`src/rtl/fsf_pkg.sv`:
```
`timescale 1ns/1ps
package fsf_pkg;
   typedef enum logic [1:0] {
      ST_HUNT = 2'd0,
      ST_PAY  = 2'd1,
      ST_CHK  = 2'd2,
      ST_DONE = 2'd3
   } fsf_state_e;
endpackage

```
`src/rtl/fsf_bit_src.sv`:
```
`timescale 1ns/1ps
module fsf_bit_src (
   input  logic rx_bit,
   input  logic rx_stb,
   input  logic tx_bit,
   input  logic tx_stb,
   input  logic loopback,
   input  logic tx_active,
   output logic bit_o,
   output logic stb_o
);
   // loopback wins; otherwise receive is muted during transmission
   always_comb begin
      if (loopback) begin
         bit_o = tx_bit;
         stb_o = tx_stb;
      end else begin
         bit_o = rx_bit;
         stb_o = rx_stb & ~tx_active;
      end
   end
endmodule

```
`src/rtl/fsf_hunt.sv`:
```
`timescale 1ns/1ps
module fsf_hunt #(
   parameter int          PAT_W = 16,
   parameter logic [63:0] PAT   = 64'hAA2D
) (
   input  logic clk,
   input  logic rst_n,
   input  logic shift_en,
   input  logic bit_i,
   input  logic clr,
   output logic match
);
   localparam logic [PAT_W-1:0] PAT_L = PAT[PAT_W-1:0];

   generate
      if (PAT_W < 2 || PAT_W > 64) begin : g_bad_w
         $error("fsf_hunt: PAT_W must be 2..64");
      end
   endgenerate

   logic [PAT_W-1:0] win_q;
   logic [PAT_W-1:0] win_nxt;

   assign win_nxt = {win_q[PAT_W-2:0], bit_i};
   assign match   = shift_en && (win_nxt == PAT_L);

   always_ff @(posedge clk or negedge rst_n) begin
      if (!rst_n)        win_q <= '0;
      else if (clr)      win_q <= '0;
      else if (shift_en) win_q <= win_nxt;
   end


   win_idle_chk: assert property (@(posedge clk) disable iff (!rst_n)
      (!shift_en && !clr) |=> $stable(win_q));
endmodule

```
`src/rtl/fsf_crc_ser.sv`:
```
`timescale 1ns/1ps
module fsf_crc_ser #(
   parameter int          CRC_W = 8,
   parameter logic [63:0] POLY  = 64'h07,
   parameter logic [63:0] INIT  = 64'h00
) (
   input  logic             clk,
   input  logic             rst_n,
   input  logic             init,
   input  logic             en,
   input  logic             bit_i,
   output logic [CRC_W-1:0] crc
);
   localparam logic [CRC_W-1:0] POLY_L = POLY[CRC_W-1:0];
   localparam logic [CRC_W-1:0] INIT_L = INIT[CRC_W-1:0];

   generate
      if (CRC_W < 2 || CRC_W > 64) begin : g_bad_w
         $error("fsf_crc_ser: CRC_W must be 2..64");
      end
   endgenerate

   logic             fb;
   logic [CRC_W-1:0] nxt;

   assign fb = crc[CRC_W-1] ^ bit_i;

   generate
      for (genvar i = 0; i < CRC_W; i++) begin : g_tap
         if (i == 0) begin : g_lsb
            assign nxt[i] = fb & POLY_L[i];
         end else begin : g_up
            assign nxt[i] = crc[i-1] ^ (fb & POLY_L[i]);
         end
      end
   endgenerate

   always_ff @(posedge clk or negedge rst_n) begin
      if (!rst_n)    crc <= INIT_L;
      else if (init) crc <= INIT_L;
      else if (en)   crc <= nxt;
   end


   crc_idle_chk: assert property (@(posedge clk) disable iff (!rst_n)
      (!init && !en) |=> $stable(crc));
endmodule

```
`src/rtl/fsk_frame_sync.sv`:
```
`timescale 1ns/1ps
module fsk_frame_sync #(
   parameter int          PAT_W    = 16,
   parameter logic [63:0] PAT      = 64'hAA2D,
   parameter int          DATA_W   = 8,
   parameter int          CRC_W    = 8,
   parameter logic [63:0] CRC_POLY = 64'h07,
   parameter logic [63:0] CRC_INIT = 64'h00
) (
   input  logic              clk,
   input  logic              rst_n,
   input  logic              rx_bit,
   input  logic              rx_stb,
   input  logic              tx_bit,
   input  logic              tx_stb,
   input  logic              loopback,
   input  logic              tx_active,
   output logic              pkt_det,
   output logic              byte_valid,
   output logic [DATA_W-1:0] byte_out,
   output logic              crc_ok
);
   import fsf_pkg::*;

   localparam int MAX_N = (DATA_W > CRC_W) ? DATA_W : CRC_W;
   localparam int CNT_W = (MAX_N > 1) ? $clog2(MAX_N) : 1;
   localparam logic [CNT_W-1:0] DATA_LAST = CNT_W'(DATA_W - 1);
   localparam logic [CNT_W-1:0] CHK_LAST  = CNT_W'(CRC_W - 1);

   generate
      if (DATA_W < 2) begin : g_bad_data
         $error("fsk_frame_sync: DATA_W must be at least 2");
      end
   endgenerate

   fsf_state_e       state;
   logic             src_bit;
   logic             src_stb;
   logic             hunt_en;
   logic             hunt_hit;
   logic [CNT_W-1:0] cnt;
   logic [DATA_W-1:0] data_q;
   logic [CRC_W-1:0]  rxchk_q;
   logic [CRC_W-1:0]  crc_calc;

   fsf_bit_src u_src (
      .rx_bit    (rx_bit),
      .rx_stb    (rx_stb),
      .tx_bit    (tx_bit),
      .tx_stb    (tx_stb),
      .loopback  (loopback),
      .tx_active (tx_active),
      .bit_o     (src_bit),
      .stb_o     (src_stb)
   );

   // hunting continues in the closing cycle so no strobe is lost
   assign hunt_en = src_stb && (state == ST_HUNT || state == ST_DONE);

   logic pat_match;
   fsf_hunt #(.PAT_W(PAT_W), .PAT(PAT)) u_hunt (
      .clk      (clk),
      .rst_n    (rst_n),
      .shift_en (hunt_en),
      .bit_i    (src_bit),
      .clr      (hunt_hit),
      .match    (pat_match)
   );
   assign hunt_hit = pat_match && (state == ST_HUNT);

   fsf_crc_ser #(.CRC_W(CRC_W), .POLY(CRC_POLY), .INIT(CRC_INIT)) u_crc (
      .clk   (clk),
      .rst_n (rst_n),
      .init  (hunt_hit),
      .en    (src_stb && state == ST_PAY),
      .bit_i (src_bit),
      .crc   (crc_calc)
   );

   always_ff @(posedge clk or negedge rst_n) begin
      if (!rst_n) begin
         state      <= ST_HUNT;
         cnt        <= '0;
         data_q     <= '0;
         rxchk_q    <= '0;
         pkt_det    <= 1'b0;
         byte_valid <= 1'b0;
         byte_out   <= '0;
         crc_ok     <= 1'b0;
      end else begin
         byte_valid <= 1'b0;
         unique case (state)
            ST_HUNT: begin
               if (hunt_hit) begin
                  state   <= ST_PAY;
                  pkt_det <= 1'b1;
                  cnt     <= '0;
               end
            end
            ST_PAY: begin
               if (src_stb) begin
                  data_q <= {data_q[DATA_W-2:0], src_bit};
                  if (cnt == DATA_LAST) begin
                     state <= ST_CHK;
                     cnt   <= '0;
                  end else begin
                     cnt <= cnt + 1'b1;
                  end
               end
            end
            ST_CHK: begin
               if (src_stb) begin
                  rxchk_q <= {rxchk_q[CRC_W-2:0], src_bit};
                  if (cnt == CHK_LAST) begin
                     state <= ST_DONE;
                     cnt   <= '0;
                  end else begin
                     cnt <= cnt + 1'b1;
                  end
               end
            end
            ST_DONE: begin
               state      <= ST_HUNT;
               byte_valid <= 1'b1;
               byte_out   <= data_q;
               crc_ok     <= (crc_calc == rxchk_q);
               pkt_det    <= 1'b0;
            end
            default: state <= ST_HUNT;
         endcase
      end
   end


   bv_pulse_chk: assert property (@(posedge clk) disable iff (!rst_n)
      byte_valid |=> !byte_valid);


   pkt_fall_chk: assert property (@(posedge clk) disable iff (!rst_n)
      $fell(pkt_det) |-> byte_valid);


   pkt_vs_bv_chk: assert property (@(posedge clk) disable iff (!rst_n)
      byte_valid |-> !pkt_det);


   pkt_rise_chk: assert property (@(posedge clk) disable iff (!rst_n)
      $rose(pkt_det) |-> $past(src_stb));


   crc_hold_chk: assert property (@(posedge clk) disable iff (!rst_n)
      !byte_valid |-> ($stable(crc_ok) && $stable(byte_out)));


   tx_mute_chk: assert property (@(posedge clk) disable iff (!rst_n)
      (tx_active && !loopback && state != ST_DONE) |=> $stable(state));
endmodule

```
`config.mk`:
```
export PLATFORM = sky130hd
export DESIGN_NAME = fsk_frame_sync
export DESIGN_NICKNAME = d
export VERILOG_FILES = /design/src/rtl/fsf_pkg.sv /design/src/rtl/fsf_bit_src.sv /design/src/rtl/fsf_hunt.sv /design/src/rtl/fsf_crc_ser.sv /design/src/rtl/fsk_frame_sync.sv
export SDC_FILE = /design/constraint.sdc
export NUM_CORES = 1
export LEC_CHECK = 0
export ABC_AREA = 1
export BUFFER_PORTS_ARGS = -buffer_cell sky130_fd_sc_hd__buf_2
export CORE_MARGIN = 3
export CORE_UTILIZATION = 40
export DETAILED_ROUTE_END_ITERATION = 7
export PLACE_DENSITY = 0.67
export REMOVE_ABC_BUFFERS = 1
export SYNTH_ARGS = -nofsm -noshare
export SYNTH_HDL_FRONTEND = slang
export SYNTH_SLANG_ARGS = --single-unit
```
`constraint.sdc`:
```
create_clock -name clk -period 2.3 [get_ports clk]
set_input_delay 0.115 -clock clk [delete_from_list [all_inputs] [get_ports clk]]
set_output_delay 0.115 -clock clk [all_outputs]
set_load 0.03 [all_outputs]
```
# Word level (Yosys, flattened, before mapping)
# Cells that the tools add are included.
[op_classes]
reduce_logical = 16
add_sub_neg = 1
div = 0
mul = 0
eq_ne = 12
bitwise_logic = 5
magnitude_cmp = 0
n_mux = 19
shifts = 0
[op_table]
columns = ["cell", "n"]
rows = [
  ["15-bit two-way mux", 2],
  ["16-bit == test (second input constant)", 1],
  ["8-bit two-way mux", 2],
  ["2-bit two-way mux", 5],
  ["3-bit two-way mux", 3],
  ["8-bit == test", 1],
  ["2-bit inequality test (second input constant)", 4],
  ["2-bit one-hot mux with 4 select lines", 1],
  ["2-bit nonzero test", 4],
  ["3-bit one-hot mux with 2 select lines", 1],
  ["2-bit AND reduction", 3],
  ["5-bit AND reduction", 1],
  ["2-bit == test (second input constant)", 2],
  ["1-bit logical AND", 4],
  ["1-bit two-way mux", 4],
  ["2-bit by 1-bit inequality test with 1-bit output (second input constant)", 2],
  ["3-bit by 1-bit adder with 3-bit output (second input constant)", 1],
  ["3-bit == test (second input constant)", 1],
  ["3-bit AND reduction", 1],
  ["1-bit XOR", 3],
  ["2-bit by 1-bit == test with 1-bit output (second input constant)", 1],
  ["2-bit zero test", 1],
  ["1-bit one-hot mux with 2 select lines", 1],
  ["2-bit OR reduction", 1],
  ["3 further kinds", 3],
]
[totals]
ram_bits = 0
mem_bits_ro = 0
register_bits = 55
in_bits = 8
latchBits = 0
memories = 0
out_inout_bits = 11

# Longest topological paths before layout
[logic_depth]
word_depth = 8
depth_mapped = 10
ltp_nobuf = 10

# Cells and area by module
# A second synthesis with hierarchy kept.
[unflattened]
cells_unflattened = 309
area_unflattened_um2 = 2648.8
[by_module_without_submodules]
columns = ["module", "instances", "area_per_inst_um2", "cells_each"]
rows = [
  ["fsk_frame_sync", 1, 1515.2, 183],
  ["fsf_hunt", 1, 730.7, 76],
  ["fsf_crc_ser", 1, 364.1, 42],
  ["fsf_bit_src", 1, 38.8, 8],
]

# Least setup slack after synthesis
# OpenSTA, ideal clock, no wires.
[synth_timing]
path_kind = "register -> register"
from = "reg state[0]"
to = "reg u_hunt.win_q[11]"
setup_slack_ns = 0.684
path_stages_with_launch = 10
arrival_time_ns = 1.499
period_less_slack_ns = 1.616
path_cell_list = "dfrtp_1 inv_1 ha_1 inv_1 nand3_4 nor2_4 nand3_2 buf_6 nand3_1 nand2_1"
[synth_between]
elab_chain_cells = 6
word_cells_on_any_way = 8
classes_between = "1 x eq/ne; 1 x mux; 6 x reduce/logical"
[synth_rtl]
columns = ["item", "line_no", "text"]
rows = [
  ["start, declared", "fsk_frame_sync.sv:36", "fsf_state_e state;"],
  ["start signal, assigned", "fsk_frame_sync.sv:82", "state <= ST_HUNT;"],
  ["start signal, assigned", "fsk_frame_sync.sv:95", "state <= ST_PAY;"],
  ["start signal, assigned", "fsk_frame_sync.sv:104", "state <= ST_CHK;"],
  ["2-bit == test / 2-bit zero test (equally long branches)", "fsk_frame_sync.sv:58, fsk_frame_sync.sv:69", ""],
  ["1-bit logical OR", "fsk_frame_sync.sv:58", "assign hunt_en = src_stb && (state == ST_HUNT || state == ST_DONE);"],
  ["1-bit logical AND", "fsk_frame_sync.sv:58", ""],
  ["1-bit logical AND", "fsf_hunt.sv:25", "assign match = shift_en && (win_nxt == PAT_L);"],
  ["1-bit logical AND", "fsk_frame_sync.sv:69", "assign hunt_hit = pat_match && (state == ST_HUNT);"],
  ["15-bit two-way mux / 2-bit nonzero test (equally long branches)", "-", ""],
  ["end signal, assigned", "fsf_hunt.sv:30", "else if (shift_en) win_q <= win_nxt;"],
  ["end, declared", "fsf_hunt.sv:21", "logic [PAT_W-1:0] win_q;"],
]
# Several ways; a longest one is shown, not always the timed one.
# A chain may end at the register's enable or synchronous reset.

# Worst setup path in the final report
[layout_timing]
from = "reg state[0]"
to = "reg u_hunt.win_q[0]"
# The elaborated chain is that of the path after synthesis.

==> reports/results.ini <==
[run]
drv_cap=0

[detailed_routing]
drc=0
vias_per_cell=4.78
route.met2.wl_um=2120
wl_um=4580
antenna_left=0
wl_met3_um=132
routedWlPerCell_um=11.4
drt_first_pass_iters=4
first_iter_violations=90
num_vias=1927
routed.top_layer=met4
drt-met1-wl_um=2280

[setup_path]
cp_max_fo=16
timing.critical_path.buf_inv=2
critPathMaxStageDelay_ns=0.41
cp_common_cell=inv_1
end_kind=flop
cp_num_cells=8
arrival_ns=1.98
cp-start-kind=flop
rr_worst_depth=8
r2r_start=state[0]$_DFFE_PN0P_
path_delay_family=simple AND/OR/NAND/NOR gates
worstSetupPathType=flop to flop
crit_required_ns=2.49
slowest_stage=dfrtp_1
path_cells=inv_1, ha_1, inv_1, nand3_4, nor2_4, nand3_2, nand2_1, o21ai_0
startpoint=state[0]$_DFFE_PN0P_

[sta]
final.min_clock_period_ns=1.80
drv_slew=0
finalSetupViolations=0
rsz0062_at_grt=no
fmax_ghz=0.556
post-route-period-util_pct=78.2
worstMarginPinSlew_ns=0.718
finClkSkew_ns=0.00829
hold_viol=0
final.setup.tns_ns=0
relSlewSlack_pct=52.1

[clock_network]
clk_path_buf_depth=2
insertion_delay_ns=0.30
cts_setup_buffers=0
ctsHoldBuffers=1
cts_sinks=55
cts_tree=yes
cts_root_buffer=clkbuf_8
clk_pin_slew_ns=0.10
cts_buffers=5
cts_max_level=2
cts_resized=0

[global_route]
grt_use_total_pct=13.3
grt_overflow_total=0
grt_max_degree=33
grt_pass1_wl_um=8050
grt_pass1_vias=1805
antenna_found_initial=0

[yosys]
synthAdderAreaFrac_pct=3.42
yosys.area.top_type=dfrtp_1
synth.most_common_cell=nand2_1
synth_top_family_by_area=simple AND/OR/NAND/NOR gates
synth_edf_count=0
synth_common_cells=nand2_1, dfrtp_1, inv_1, o21ai_0, nand3_1
synthCells=304
synth_compound_area_share_pct=8.54
async_flop_share_pct=100
synth_area_leaders=dfrtp_1, nand2_1, inv_1, o21ai_0, ha_1
syn_area_mm2=0.00256
muxShareOfSynthArea_pct=1.76
syn_avg_cell_area_um2=8.43
yosysWarnings=0
synth_seq_cells=55
yosysSeqAreaShare_pct=53.7
synth-xor-area-share_pct=0.684
ys_types=29
synthSimpleGateAreaFrac_pct=23.8
synth_ff_type=dfrtp_1
synth.top_cell.area_share_pct=53.7

[die]
num_io_pins=19
core_mm2=0.00606
die_area_mm2=0.00740
initial_utilization_pct=42.3
die_y_um=86.0
dieWidth_um=86.0
placementRows=28

[finish]
area_delta_synth_final_pct=11.6
final_nets=342
layout-drive-gt1-share_pct=13.4
diodes=0
layout.cells.non_filler=403

[run_status]
status=complete, no violations

[placed_design]
dp.cells=394
port_buffers=18
dpl.hpwl_um=3220
gp_congestion=0.791

[power]
leakagePower_nw=1.53
powerDensity_mw_per_mm2=1190
ir_drop_uv=574

[hold_path]
min_from=rx_bit
min_delay_path_depth=4
hold_path.class=primary input to flop

==> cells in the final DEF (no fill, tap or decap), types with 2 or more instances in the layout <==
master / netlist / layout
ha_1: 7 / 7
nand3_2: 2 / 2
a21oi_1: 6 / 6
o21ai_1: 2 / 2
mux2_2: 4 / 4
nor3_1: 3 / 3
buf_4: 1 / 5
nor2_1: 11 / 11
inv_1: 42 / 42
o21a_1: 2 / 2
nand2_1: 104 / 104
clkbuf_8: 0 / 5
dfrtp_1: 55 / 55
o21ai_0: 30 / 30
buf_2: 4 / 18
nand3_1: 15 / 15
nand2_2: 2 / 2
==> flip-flops by register name (all words and copies together) (netlist names), 2 cells and up <==
register,flops
rxchk_q,8
state,2
data_q,8
byte_out,8
u_hunt.win_q,15
cnt,3
u_crc.crc,8
==> power breakdown <==
part	internal [W]	switching [W]	total [W]
clock network	0.000324	0.000309	0.000634
registers	0.00128	0.000216	0.00150
logic	0.000449	0.000807	0.00126
==> worst register-to-register path: stages, from the launching register on <==
cell and delay [ns]:
dfrtp_1 0.41, inv_1 0.10, ha_1 0.34, inv_1 0.16
nand3_4 0.11, nor2_4 0.12, nand3_2 0.25, nand2_1 0.12
o21ai_0 0.08
==> kinds of logic (layout without fill, tap and decap cells) <==
| family | Yosys count | in the layout |
|---|---|---|
| compound gates | 42 | 42 |
| fa+ha+maj | 7 | 7 |
| simple gates | 143 | 143 |
| flops | 55 | 55 |
| buf+inv | 51 | 75 |
| mux | 4 | 4 |
| xor+xnor | 2 | 2 |
==> layer usage <==
layer	vias up	GRT usage (%)
met4	0	4.32
met2	27	21.4
met3	5	2.88
li1	993	-
met1	902	18.0
met5	-	0
==> stage by stage <==
step | power [W] | worst slack, ns | hold WS, ns | utilization (%) | instance area, µm²
6_report | 0.00339 | 0.501 | 0.294 | 47.2 | 2860
5_1_grt | 0.00368 | 0.297 | 0.320 | 47.2 | 2860
4_1_cts | 0.00342 | 0.487 | 0.289 | 47.2 | 2860
3_5_place_dp | 0.00277 | 0.488 | 0.215 | 45.2 | 2740
3_3_place_gp | 0.00273 | 0.545 | 0.215 | 45.2 | 2740
2_1_floorplan | 0.00243 | 0.557 | -0.181 | - | 2520
==> area by class of cell <==
class / instances / area, µm²
clock buffers: 5 / 68.8
clock inverters: 3 / 43.8
fillers: 577 / 3200
inverters: 43 / 161
multi-input cells: 198 / 978
flip-flops and latches: 55 / 1380
well taps: 75 / 93.8
repair buffers: 24 / 138
==> final timing paths <==
| kind | end | slack [ns] |
|---|---|---|
| max in group asynchronous | data_q[4]$_DFFE_PN0P_ | 1.26 |
| min in group asynchronous | rxchk_q[7]$_DFFE_PN0P_ | 0.39 |
| max reg2reg | u_hunt.win_q[0]$_DFFE_PN0P_ | 0.50 |
| min reg2reg | u_hunt.win_q[14]$_DFFE_PN0P_ | 0.49 |
| max | u_hunt.win_q[0]$_DFFE_PN0P_ | 0.50 |
| min | rxchk_q[0]$_DFFE_PN0P_ | 0.29 |
No activity file was read; power rests on OpenSTA's default activity.
